<file path="config.mk">
export PLATFORM = sky130hd
export DESIGN_NAME = errcap_status
export DESIGN_NICKNAME = d
export VERILOG_FILES = /design/src/rtl/errcap_pkg.sv /design/src/rtl/errcap_data.sv /design/src/rtl/errcap_ctrl.sv /design/src/rtl/errcap_status.sv
export SDC_FILE = /design/constraint.sdc
export NUM_CORES = 1
export LEC_CHECK = 0
export ABC_AREA = 1
export CORE_AREA = 2 2 39 41
export CTS_CLUSTER_SIZE = 10
export DETAILED_ROUTE_END_ITERATION = 8
export DIE_AREA = 0 0 41 43
export PLACE_DENSITY = 0.65
export SYNTH_ARGS = -nofsm -noshare
export SYNTH_HDL_FRONTEND = slang
export SYNTH_SLANG_ARGS = --single-unit
</file>
<file path="constraint.sdc">
create_clock -name clk -period 1.9 [get_ports clk]
set_input_delay 0.38 -clock clk [delete_from_list [all_inputs] [get_ports clk]]
set_output_delay 0.38 -clock clk [all_outputs]
set_load 0.02 [all_outputs]
</file>
<file path="src/rtl/errcap_pkg.sv">
package errcap_pkg;
  localparam int CODE_W  = 3;
  localparam int NUM_SRC = 6;

  typedef enum logic [CODE_W-1:0] {
    CODE_NONE   = 3'b000,
    CODE_STUFF  = 3'b001,
    CODE_FORMAT = 3'b010,
    CODE_NOACK  = 3'b011,
    CODE_BIT1   = 3'b100,
    CODE_BIT0   = 3'b101,
    CODE_CRC    = 3'b110,
    CODE_SENT   = 3'b111
  } errCode_e;

  // Commands from the control module to the datapath.
  typedef struct packed {
    logic takeErr;    // record the selected error code
    logic markRead;   // host read: move the field to the sentinel
    logic markClean;  // frame finished without an error: field to none
  } fieldCmd_t;

  // Rank of each strobe source (1 = most urgent), indexed by strobe bit.
  localparam int SRC_RANK [NUM_SRC] = '{2, 5, 4, 6, 1, 3};
endpackage

</file>
<file path="src/rtl/errcap_data.sv">
module errcap_data
  import errcap_pkg::*;
#(
  parameter int NSRC = NUM_SRC
) (
  input  logic                clk,
  input  logic                rstN,
  input  logic [NSRC-1:0]     errStrobe,
  input  fieldCmd_t           cmd,
  output logic [CODE_W-1:0]   errCode,
  output logic                anyErr,
  output logic                fieldOpen
);
  localparam int RANK_W = $clog2(NSRC + 1);

  logic [CODE_W-1:0] pickCode;
  logic [NSRC-1:0][RANK_W-1:0] srcRank;

  // Each active source carries its rank; an inactive one carries zero.
  genvar g;
  generate
    for (g = 0; g < NSRC; g++) begin : gRank
      assign srcRank[g] = errStrobe[g] ? RANK_W'(SRC_RANK[g]) : '0;
    end
  endgenerate

  // Choose the active source with the smallest nonzero rank.
  always_comb begin
    logic [RANK_W-1:0] bestRank;
    pickCode = CODE_NONE;
    bestRank = '1;
    for (int i = 0; i < NSRC; i++) begin
      if (srcRank[i] != '0 && srcRank[i] < bestRank) begin
        bestRank = srcRank[i];
        pickCode = CODE_W'(i + 1);
      end
    end
  end

  assign anyErr    = |errStrobe;
  assign fieldOpen = (errCode == CODE_NONE) || (errCode == CODE_SENT);

  always_ff @(posedge clk or negedge rstN) begin
    if (!rstN) begin
      errCode <= CODE_NONE;
    end else if (cmd.markRead) begin
      errCode <= CODE_SENT;
    end else if (cmd.takeErr) begin
      errCode <= pickCode;
    end else if (cmd.markClean) begin
      errCode <= CODE_NONE;
    end
  end
endmodule

</file>
<file path="src/rtl/errcap_ctrl.sv">
module errcap_ctrl
  import errcap_pkg::*;
(
  input  logic      clk,
  input  logic      rstN,
  input  logic      hostRd,
  input  logic      frameDone,
  input  logic      anyErr,
  input  logic      fieldOpen,
  output fieldCmd_t cmd,
  output logic      irq
);
  // A read always wins. Capture and clean happen only while the field is open.
  always_comb begin
    cmd = '0;
    if (hostRd) begin
      cmd.markRead = 1'b1;
    end else if (fieldOpen && anyErr) begin
      cmd.takeErr = 1'b1;
    end else if (fieldOpen && frameDone) begin
      cmd.markClean = 1'b1;
    end
  end

  always_ff @(posedge clk or negedge rstN) begin
    if (!rstN) begin
      irq <= 1'b0;
    end else if (cmd.markRead) begin
      irq <= 1'b0;
    end else if (cmd.takeErr) begin
      irq <= 1'b1;
    end
  end
endmodule

</file>
<file path="src/rtl/errcap_status.sv">
module errcap_status
  import errcap_pkg::*;
#(
  parameter int DATA_W = 8
) (
  input  logic              clk,
  input  logic              rstN,
  input  logic [5:0]        errStrobe,
  input  logic              frameDone,
  input  logic              hostRd,
  input  logic              hostWr,
  input  logic [DATA_W-1:0] hostWrData,
  output logic [2:0]        errCode,
  output logic              irq
);
  fieldCmd_t cmd;
  logic      anyErr;
  logic      fieldOpen;

  // The field is read-only: host writes are accepted and dropped.
  logic unusedWrite;
  assign unusedWrite = ^{hostWr, hostWrData};

  errcap_ctrl uCtrl (
    .clk       (clk),
    .rstN      (rstN),
    .hostRd    (hostRd),
    .frameDone (frameDone),
    .anyErr    (anyErr),
    .fieldOpen (fieldOpen),
    .cmd       (cmd),
    .irq       (irq)
  );

  errcap_data #(.NSRC(NUM_SRC)) uData (
    .clk       (clk),
    .rstN      (rstN),
    .errStrobe (errStrobe),
    .cmd       (cmd),
    .errCode   (errCode),
    .anyErr    (anyErr),
    .fieldOpen (fieldOpen)
  );
endmodule

</file>
-- Yosys cells after proc, flatten, opt, wreduce, memory -nomap -nowiden
Index checks and enable logic that the tools add are counted.
- reductions and logical operators: 19
- divide/modulo/power cells: 0
- shifts and indexed selects: 0
- bitwise logic cells: 0
- eq/ne operators: 1
- order comparisons: 6
- $add $sub $neg: 0
- multiplexer cells: 28
- multipliers: 0
- operator list (cell ; number):
    3-bit two-way mux ; 16
    3-bit nonzero test ; 7
    3-bit < comparator ; 5
    1-bit two-way mux ; 10
    1-bit logical AND ; 8
    6-bit OR reduction ; 1
    2-bit two-way mux ; 2
    3-bit == test (second input constant) ; 1
    3-bit zero test ; 1
    3-bit < comparator (second input constant) ; 1
    2-bit nonzero test ; 1
    1-bit logical OR ; 1
- memories: 0
- latch bits: 0
- memory bits (read-only): 0
- word-level logic and storage cells: 56
- input bits: 19
- output and inout bits: 4
- bits in registers: 4
- memory bits (writable): 0

-- Logic depth before layout (Yosys ltp)
Gate-level depths: netlist (run 1).
- word-level depth: 21
- depth in mapped cells: 12
- mapped depth without buffers: 12

-- Hierarchy
Synthesis (run 1) repeated with hierarchy kept, for this count alone.
- cells, all modules: 57
- area total of the unflattened synthesis: 346.6 µm²
- by module, submodules not included (module ; times used ; sequential area each (µm²) ; area an instance (µm²) ; cells an instance):
    errcap_data ; 1 ; 75.1 ; 275.3 ; 46
    errcap_ctrl ; 1 ; 25.0 ; 71.3 ; 11

-- Least setup slack after synthesis (run 1)
No wires, ideal clock.
- kind: input-to-reg
- start: input port errStrobe[1]
- end: register uData.errCode[1]
- stages: 12
- arrival: 1.260 ns
- path slack: 0.518 ns
- path buffers: 0
- required time: 1.777 ns
- setup time: 0.123 ns
- cell sequence: nor2_1 > nor2_1 > ha_1 > nand2_1 > inv_1 > nand2_1 > nand2_2 > nand2_1 > nand2_2 > nand2_1 > nand2_1 > nand2_1
- longest elaborated chain between the ends: 18
- elaborated cells between the ends (all ways): 30
- those cells by class: 5 x order compare; 16 x mux; 9 x reduce/logical
- ends and longest elaborated chain (what ; RTL line ; text):
    start: declaration ; errcap_status.sv:8 ; input logic [5:0] errStrobe,
    3-bit two-way mux ; errcap_data.sv:23 ; assign srcRank[g] = errStrobe[g] ? RANK_W'(SRC_RANK[g]) : '0;
    3-bit < comparator / 3-bit nonzero test (equally long branches) ; errcap_data.sv:33 ; if (srcRank[i] != '0 && srcRank[i] < bestRank) begin
    1-bit logical AND ; errcap_data.sv:33 ;
    3-bit two-way mux ; errcap_data.sv:33 ;
    3-bit < comparator ; errcap_data.sv:33 ;
    1-bit logical AND ; errcap_data.sv:33 ;
    3-bit two-way mux ; errcap_data.sv:33 ;
    3-bit < comparator ; errcap_data.sv:33 ;
    (+2 left out) ; -- ;
    3-bit < comparator ; errcap_data.sv:33 ;
    1-bit logical AND ; errcap_data.sv:33 ;
    3-bit two-way mux ; errcap_data.sv:33 ;
    3-bit < comparator ; errcap_data.sv:33 ;
    1-bit logical AND ; errcap_data.sv:33 ;
    3-bit two-way mux ; errcap_data.sv:33 ;
    3-bit two-way mux ; errcap_data.sv:48 ; end else if (cmd.takeErr) begin
    3-bit two-way mux ; errcap_data.sv:46 ; end else if (cmd.markRead) begin
    end signal: assignment ; errcap_data.sv:49 ; errCode <= pickCode;
    end: declaration ; errcap_data.sv:10 ; output logic [CODE_W-1:0] errCode,
Several ways; a longest one is shown, not always the timed one.
A chain may end at the register's enable or synchronous reset.

-- Worst setup path in the final report (run 1)
- start: input port errStrobe[2]
- end: register uData.errCode[1]
- longest elaborated chain between the ends: 15
- elaborated cells between the ends (all ways): 26
- those cells by class: 4 x order compare; 14 x mux; 8 x reduce/logical
- ends and longest elaborated chain (what ; RTL line):
    3-bit two-way mux ; errcap_data.sv:23
    3-bit < comparator / 3-bit nonzero test (equally long branches) ; errcap_data.sv:33
    1-bit logical AND ; errcap_data.sv:33
    3-bit two-way mux ; errcap_data.sv:33
    3-bit < comparator ; errcap_data.sv:33
    1-bit logical AND ; errcap_data.sv:33
    3-bit two-way mux ; errcap_data.sv:33
    3-bit < comparator ; errcap_data.sv:33
    1-bit logical AND ; errcap_data.sv:33
    3-bit two-way mux ; errcap_data.sv:33
    3-bit < comparator ; errcap_data.sv:33
    1-bit logical AND ; errcap_data.sv:33
    3-bit two-way mux ; errcap_data.sv:33
    3-bit two-way mux ; errcap_data.sv:48
    3-bit two-way mux ; errcap_data.sv:46
Several ways; a longest one is shown, not always the timed one.

==> results_dict.tcl, run 1 <==
set metrics [dict create \
    htreeDepth 1 \
    hold_violations 0 \
    die_area_um2 1760 \
    drv_slew 0 \
    ios 23 \
    fin_crit_sh_pct 87.3 \
    ys_seq_elements 4 \
    n_fill_cell 161 \
    start_kind "input pin" \
    ys_warn_count 0 \
    clk_pin_slew_worst_paths_ns 0.04 \
    chipHeight_um 43 \
    r2r_start "uData.errCode[1]" \
    grt_setup_unrepaired "no" \
    status "completed" \
    core-area_um2 1380 \
    cts_setup_buffers 0 \
    multi_input_area_um2 196 \
    drt_iter0_drc 14 \
    ctsRootBufferMaster "clkbuf_4" \
    netlist.area_leader.share_pct 30.0 \
    drt-vias-per-instance 4.65 \
    cp_max_fo 4 \
    clock_latency_ns 0.24 \
    grt_pass1_vias 358 \
    antennaDiodeCount 0 \
    grt_pass1_wl_mm 1.29 \
    cts_resized 0 \
    antenna_found_initial 0 \
    cts.path.max_buffers 2 \
    grt_usage_pct 11.0 \
    drive_above_1_share_pct 12.9 \
    cts_num_sinks 4 \
    cts_buffers 3 \
    fin_skew_ns 0.00589 \
    drt_pass1_iterations 6 \
    totalWireLength_um 756 \
    wire_per_inst_um 8.79 \
    r2r_cells 4 \
    synth.net_count 74 \
    crit_type "input pin to register" \
    worstPathArrival_ns 1.78 \
    grt_max_degree 6 \
    fin_setup_tns_ns 0 \
    grt-ovfl-total 0 \
    p_per_area_nw_per_um2 1120 \
    drc 0 \
    cts_tree "done" \
    cp.required_ns 2.02 \
    netlist_area_um2 334 \
    num_vias 400 \
    fmax_mhz 603 \
    seq_area_frac_synth_pct 30.0 \
    vdd_drop_max_v 0.000281 \
    rows 14 \
    setup_violations 0 \
    synth_top_cells_by_area "dfrtp_1 30%, nand2_1 19%, inv_1 9.0%, nor2_1 9.0%, ha_1 7.5%" \
    worstSetupStartpoint "errStrobe[2]" \
    post-dp-hpwl_um 648 \
    syn2layout_area_growth_pct 55.1 \
    synth_area_leader_cell "dfrtp_1" \
    final_util_pct 37.4 \
    cts_hold_buf 0 \
    io_buffers 13 \
    synthCells 53 \
    relSlewSlack_pct 86.0 \
    fin_crit_ns 1.66 \
    gp_congestion 0.664 \
    crit_path_end_kind "register" \
    start_util_pct 24.1 \
    die_w_um 41 \
    nets 93 \
    drv_cap 0 \
    drt.antenna.violating_nets 0 \
    seq_area_um2 100 \
    synth_cell_types 14 \
    hp-class "input pin to asynchronous set/reset pin" \
    leakage_nw 0.274 \
    tightest_slew_ns 0.209 \
    avgSynthCellArea_um2 6.30 \
]
critical path, stage by stage:
cell and delay, ns:
clkdlybuf4s50_1 0.41, nor2_1 0.13, nor2_1 0.08, ha_1 0.27, nand2_1 0.04, inv_1 0.04, nand2_1 0.05, nand2_2 0.09
nand2_1 0.06, nand2_2 0.06, nand2_1 0.05, nand2_1 0.05, nand2_1 0.05
cells in the final DEF, fill, tap and decap left out:
cell type / instances
nand3_1: 4
ha_1: 2
inv_2: 1
nand4_1: 1
nand2_2: 2
nor2_1: 8
o21bai_1: 1
a31oi_1: 2
dfrtp_1: 4
clkbuf_4: 3
inv_1: 8
nand2_1: 17
nand3_2: 1
buf_4: 2
o2111ai_1: 1
clkdlybuf4s50_1: 13
layout make-up:
cell class | instances | area share [%]
clock buffer | 3 | 4.35
inverter | 9 | 6.52
multi-input combinational | 39 | 37.9
sequential | 4 | 19.3
tap | 16 | 3.86
timing repair buffer | 15 | 28.0
power breakdown:
part	switching (mW)	internal, mW
registers	0.0346	0.123
clock network	0.0352	0.0707
logic	0.174	0.143
total	0.244	0.336
per-layer routing:
metal / vias up / part of all wire (%) / track usage (%)
met3: 4 / 11 / 3.14
met1: 165 / 38 / 10.2
li1: 204 / - / -
met5: - / 0 / 0
met2: 27 / 49 / 18.8
met4: 0 / 1.7 / 8.00
per-stage QoR:
stage | setup WS (ns) | hold WS [ns] | instances | total power, mW | cell area [µm²]
2_1_floorplan | 0.518 | 0.0844 | 53 | 0.343 | 334
3_3_place_gp | 0.00499 | 0.486 | 83 | 0.464 | 495
3_5_place_dp | -0.0184 | 0.503 | 83 | 0.475 | 495
4_1_cts | 0.227 | 0.354 | 86 | 0.584 | 518
5_1_grt | 0.0223 | 0.356 | 86 | 0.636 | 518
6_report | 0.242 | 0.348 | 86 | 0.580 | 518
synthesized netlist by cell type:
cell type,number
a31oi_1,2
clkbuf_1,1
dfrtp_1,4
ha_1,2
inv_1,8
inv_2,1
nand2_1,17
nand2_2,2
nand3_1,4
nand3_2,1
nand4_1,1
nor2_1,8
o2111ai_1,1
o21bai_1,1
registers in the layout, indices dropped and copies added (netlist names):
name,cells
uCtrl.irq,1
uData.errCode,3
cell families after synthesis:
family,Yosys count,synth area share (%)
flops,4,30.0
fa+ha+maj,2,7.49
buf+inv,10,11.2
simple gates,33,42.7
compound gates,4,8.61
path summary, 6_finish.rpt:
| check | end | slack [ns] |
|---|---|---|
| min | uData.errCode[0] | 0.35 |
| min reg2reg | uCtrl.irq | 0.50 |
| max | uData.errCode[1] | 0.24 |
| min in group clk | uCtrl.irq | 0.50 |
| max in group asynchronous | uCtrl.irq | 1.38 |
| max reg2reg | uData.errCode[1] | 0.75 |
No activity file was read; power rests on OpenSTA's default activity.
==> inputs of run 2 (changes only) <==
==> constraint.sdc (replaced) <==
create_clock -name clk -period 1.9 [get_ports clk]
set_input_delay 0.285 -clock clk [delete_from_list [all_inputs] [get_ports clk]]
set_output_delay 0.285 -clock clk [all_outputs]
set_load 0.02 [all_outputs]
==> run 2 against run 1 <==
- final cell count fell by 1.2%
- die area did not move
- non-clock buffer count fell by 1
- critical endpoint unchanged
- largest power group unchanged
- highest routed layer unchanged
==> results_dict.tcl, run 2 (synthesis results as in run 1) <==
set metrics [dict create \
    core-area_um2 1380 \
    drt_pass1_iterations 4 \
    fin_crit_sh_pct 82.6 \
    worstSetupStartpoint "errStrobe[2]" \
    grt_pass1_vias 320 \
    htreeDepth 1 \
    cts_buffers 3 \
    setup_ws_ns 0.331 \
    drt_iter0_drc 7 \
    clock_latency_ns 0.24 \
    relSlewSlack_pct 85.8 \
    syn2layout_area_growth_pct 52.8 \
    nets 92 \
    ios 23 \
    cts.path.max_buffers 2 \
    leakage_nw 0.269 \
    cp_common_cell "nand2_1" \
    drt.antenna.violating_nets 0 \
    status "completed" \
    chipHeight_um 43 \
    start_util_pct 24.1 \
    fin_setup_tns_ns 0 \
    vdd_drop_max_v 0.000256 \
    fmax_mhz 638 \
    drc 0 \
    cts_tree "done" \
    grt_setup_unrepaired "no" \
    cp_max_fo 4 \
    cts_hold_buf 0 \
    fin_crit_ns 1.57 \
    clk_pin_slew_worst_paths_ns 0.04 \
    largest_reg_flops 3 \
    wire_per_inst_um 8.38 \
    cts_resized 0 \
    grt_max_degree 6 \
    n_fill_cell 154 \
    num_vias 384 \
    drive_above_1_share_pct 11.6 \
    p_per_area_nw_per_um2 1120 \
    r2r_start "uData.errCode[1]" \
    final_cell_mix "17 x nand2_1, 13 x clkdlybuf4s50_1, 8 x nor2_1, 8 x inv_1" \
    grt_pass1_wl_mm 1.11 \
    post-dp-hpwl_um 581 \
    crit_chain "clkdlybuf4s50_1 -> nor2_1 -> nor2_1 -> ha_1 -> nand2_1 -> inv_1 -> nand2_1 -> nand2_2 -> nand2_1 -> nand2_2 -> nand2_1 -> nand2_1 -> nand2_1" \
    drt-vias-per-instance 4.52 \
    tightest_slew_ns 0.212 \
    rows 14 \
    setup_violations 0 \
    largestRegisters "uData.errCode: 3 flops, uCtrl.irq: 1 flops" \
    antenna_found_initial 0 \
    crit_type "input pin to register" \
    crit_path_top_delay_cell "clkdlybuf4s50_1" \
    die_area_um2 1760 \
    cts_num_sinks 4 \
    hold_violations 0 \
    cts_setup_buffers 0 \
    ctsRootBufferMaster "clkbuf_4" \
    totalWireLength_um 712 \
    fin_skew_ns 0.00403 \
    hp-class "input pin to asynchronous set/reset pin" \
    top_register "uData.errCode" \
    dp_slack_ns 0.0687 \
    io_buffers 13 \
    cp.required_ns 2.02 \
    grt_usage_pct 9.54 \
    antennaDiodeCount 0 \
    crit_path_max_incr_delay_ns 0.42 \
    gp_congestion 0.662 \
    drv_cap 0 \
    final_common_cell "nand2_1" \
    drv_slew 0 \
    worstPathArrival_ns 1.69 \
    start_kind "input pin" \
    grt-ovfl-total 0 \
    die_w_um 41 \
    crit_path_end_kind "register" \
]
run 2: routing by layer:
layer / up-vias / global-route usage (%) / share of wire, %
li1: 201 / - / -
met1: 167 / 9.97 / 43
met2: 14 / 14.4 / 45
met3: 2 / 1.57 / 9.8
met4: 0 / 10.0 / 2.0
met5: - / 0 / 0
run 2: cell type report:
| type | instances | area, µm² | share of cell area (%) |
|---|---|---|---|
| well taps | 16 | 20.0 | 3.92 |
| clock buffers | 3 | 22.5 | 4.41 |
| flip-flops and latches | 4 | 100 | 19.6 |
| repair buffers | 14 | 138 | 27.0 |
| inverters | 9 | 33.8 | 6.62 |
| multi-input cells | 39 | 196 | 38.5 |
run 2: final timing paths:
path	to	slack, ns	cells past startpoint
worst max-delay path	uData.errCode[1]	0.33	13
worst min-delay path	uData.errCode[0]	0.25	1
worst max register to register	uData.errCode[1]	0.75	4
worst min register to register	uCtrl.irq	0.52	2
max in group asynchronous	uCtrl.irq	1.48	1
min in group clk	uCtrl.irq	0.52	2
run 2: where the power goes:
part,switching [mW],leakage (nW),internal (mW)
clock network,0.0366,0.0138,0.0708
logic,0.168,0.211,0.141
registers,0.0343,0.0441,0.123
total,0.239,0.269,0.335
run 2: metrics by stage:
step	hold WS (ns)	instances	utilization, %	instance area, µm²	total power [mW]
2_1_floorplan	-0.0106	53	-	334	0.343
3_3_place_gp	0.487	82	35.3	488	0.463
3_5_place_dp	0.507	82	35.3	488	0.469
4_1_cts	0.247	85	36.9	510	0.583
5_1_grt	0.261	85	36.9	510	0.632
6_report	0.250	85	36.9	510	0.574
run 2: worst max-delay path: cells and delay by family:
family / cells / cell delay, ns
simple gates: 10 / 0.68
buf+inv: 2 / 0.46
fa+ha+maj: 1 / 0.27
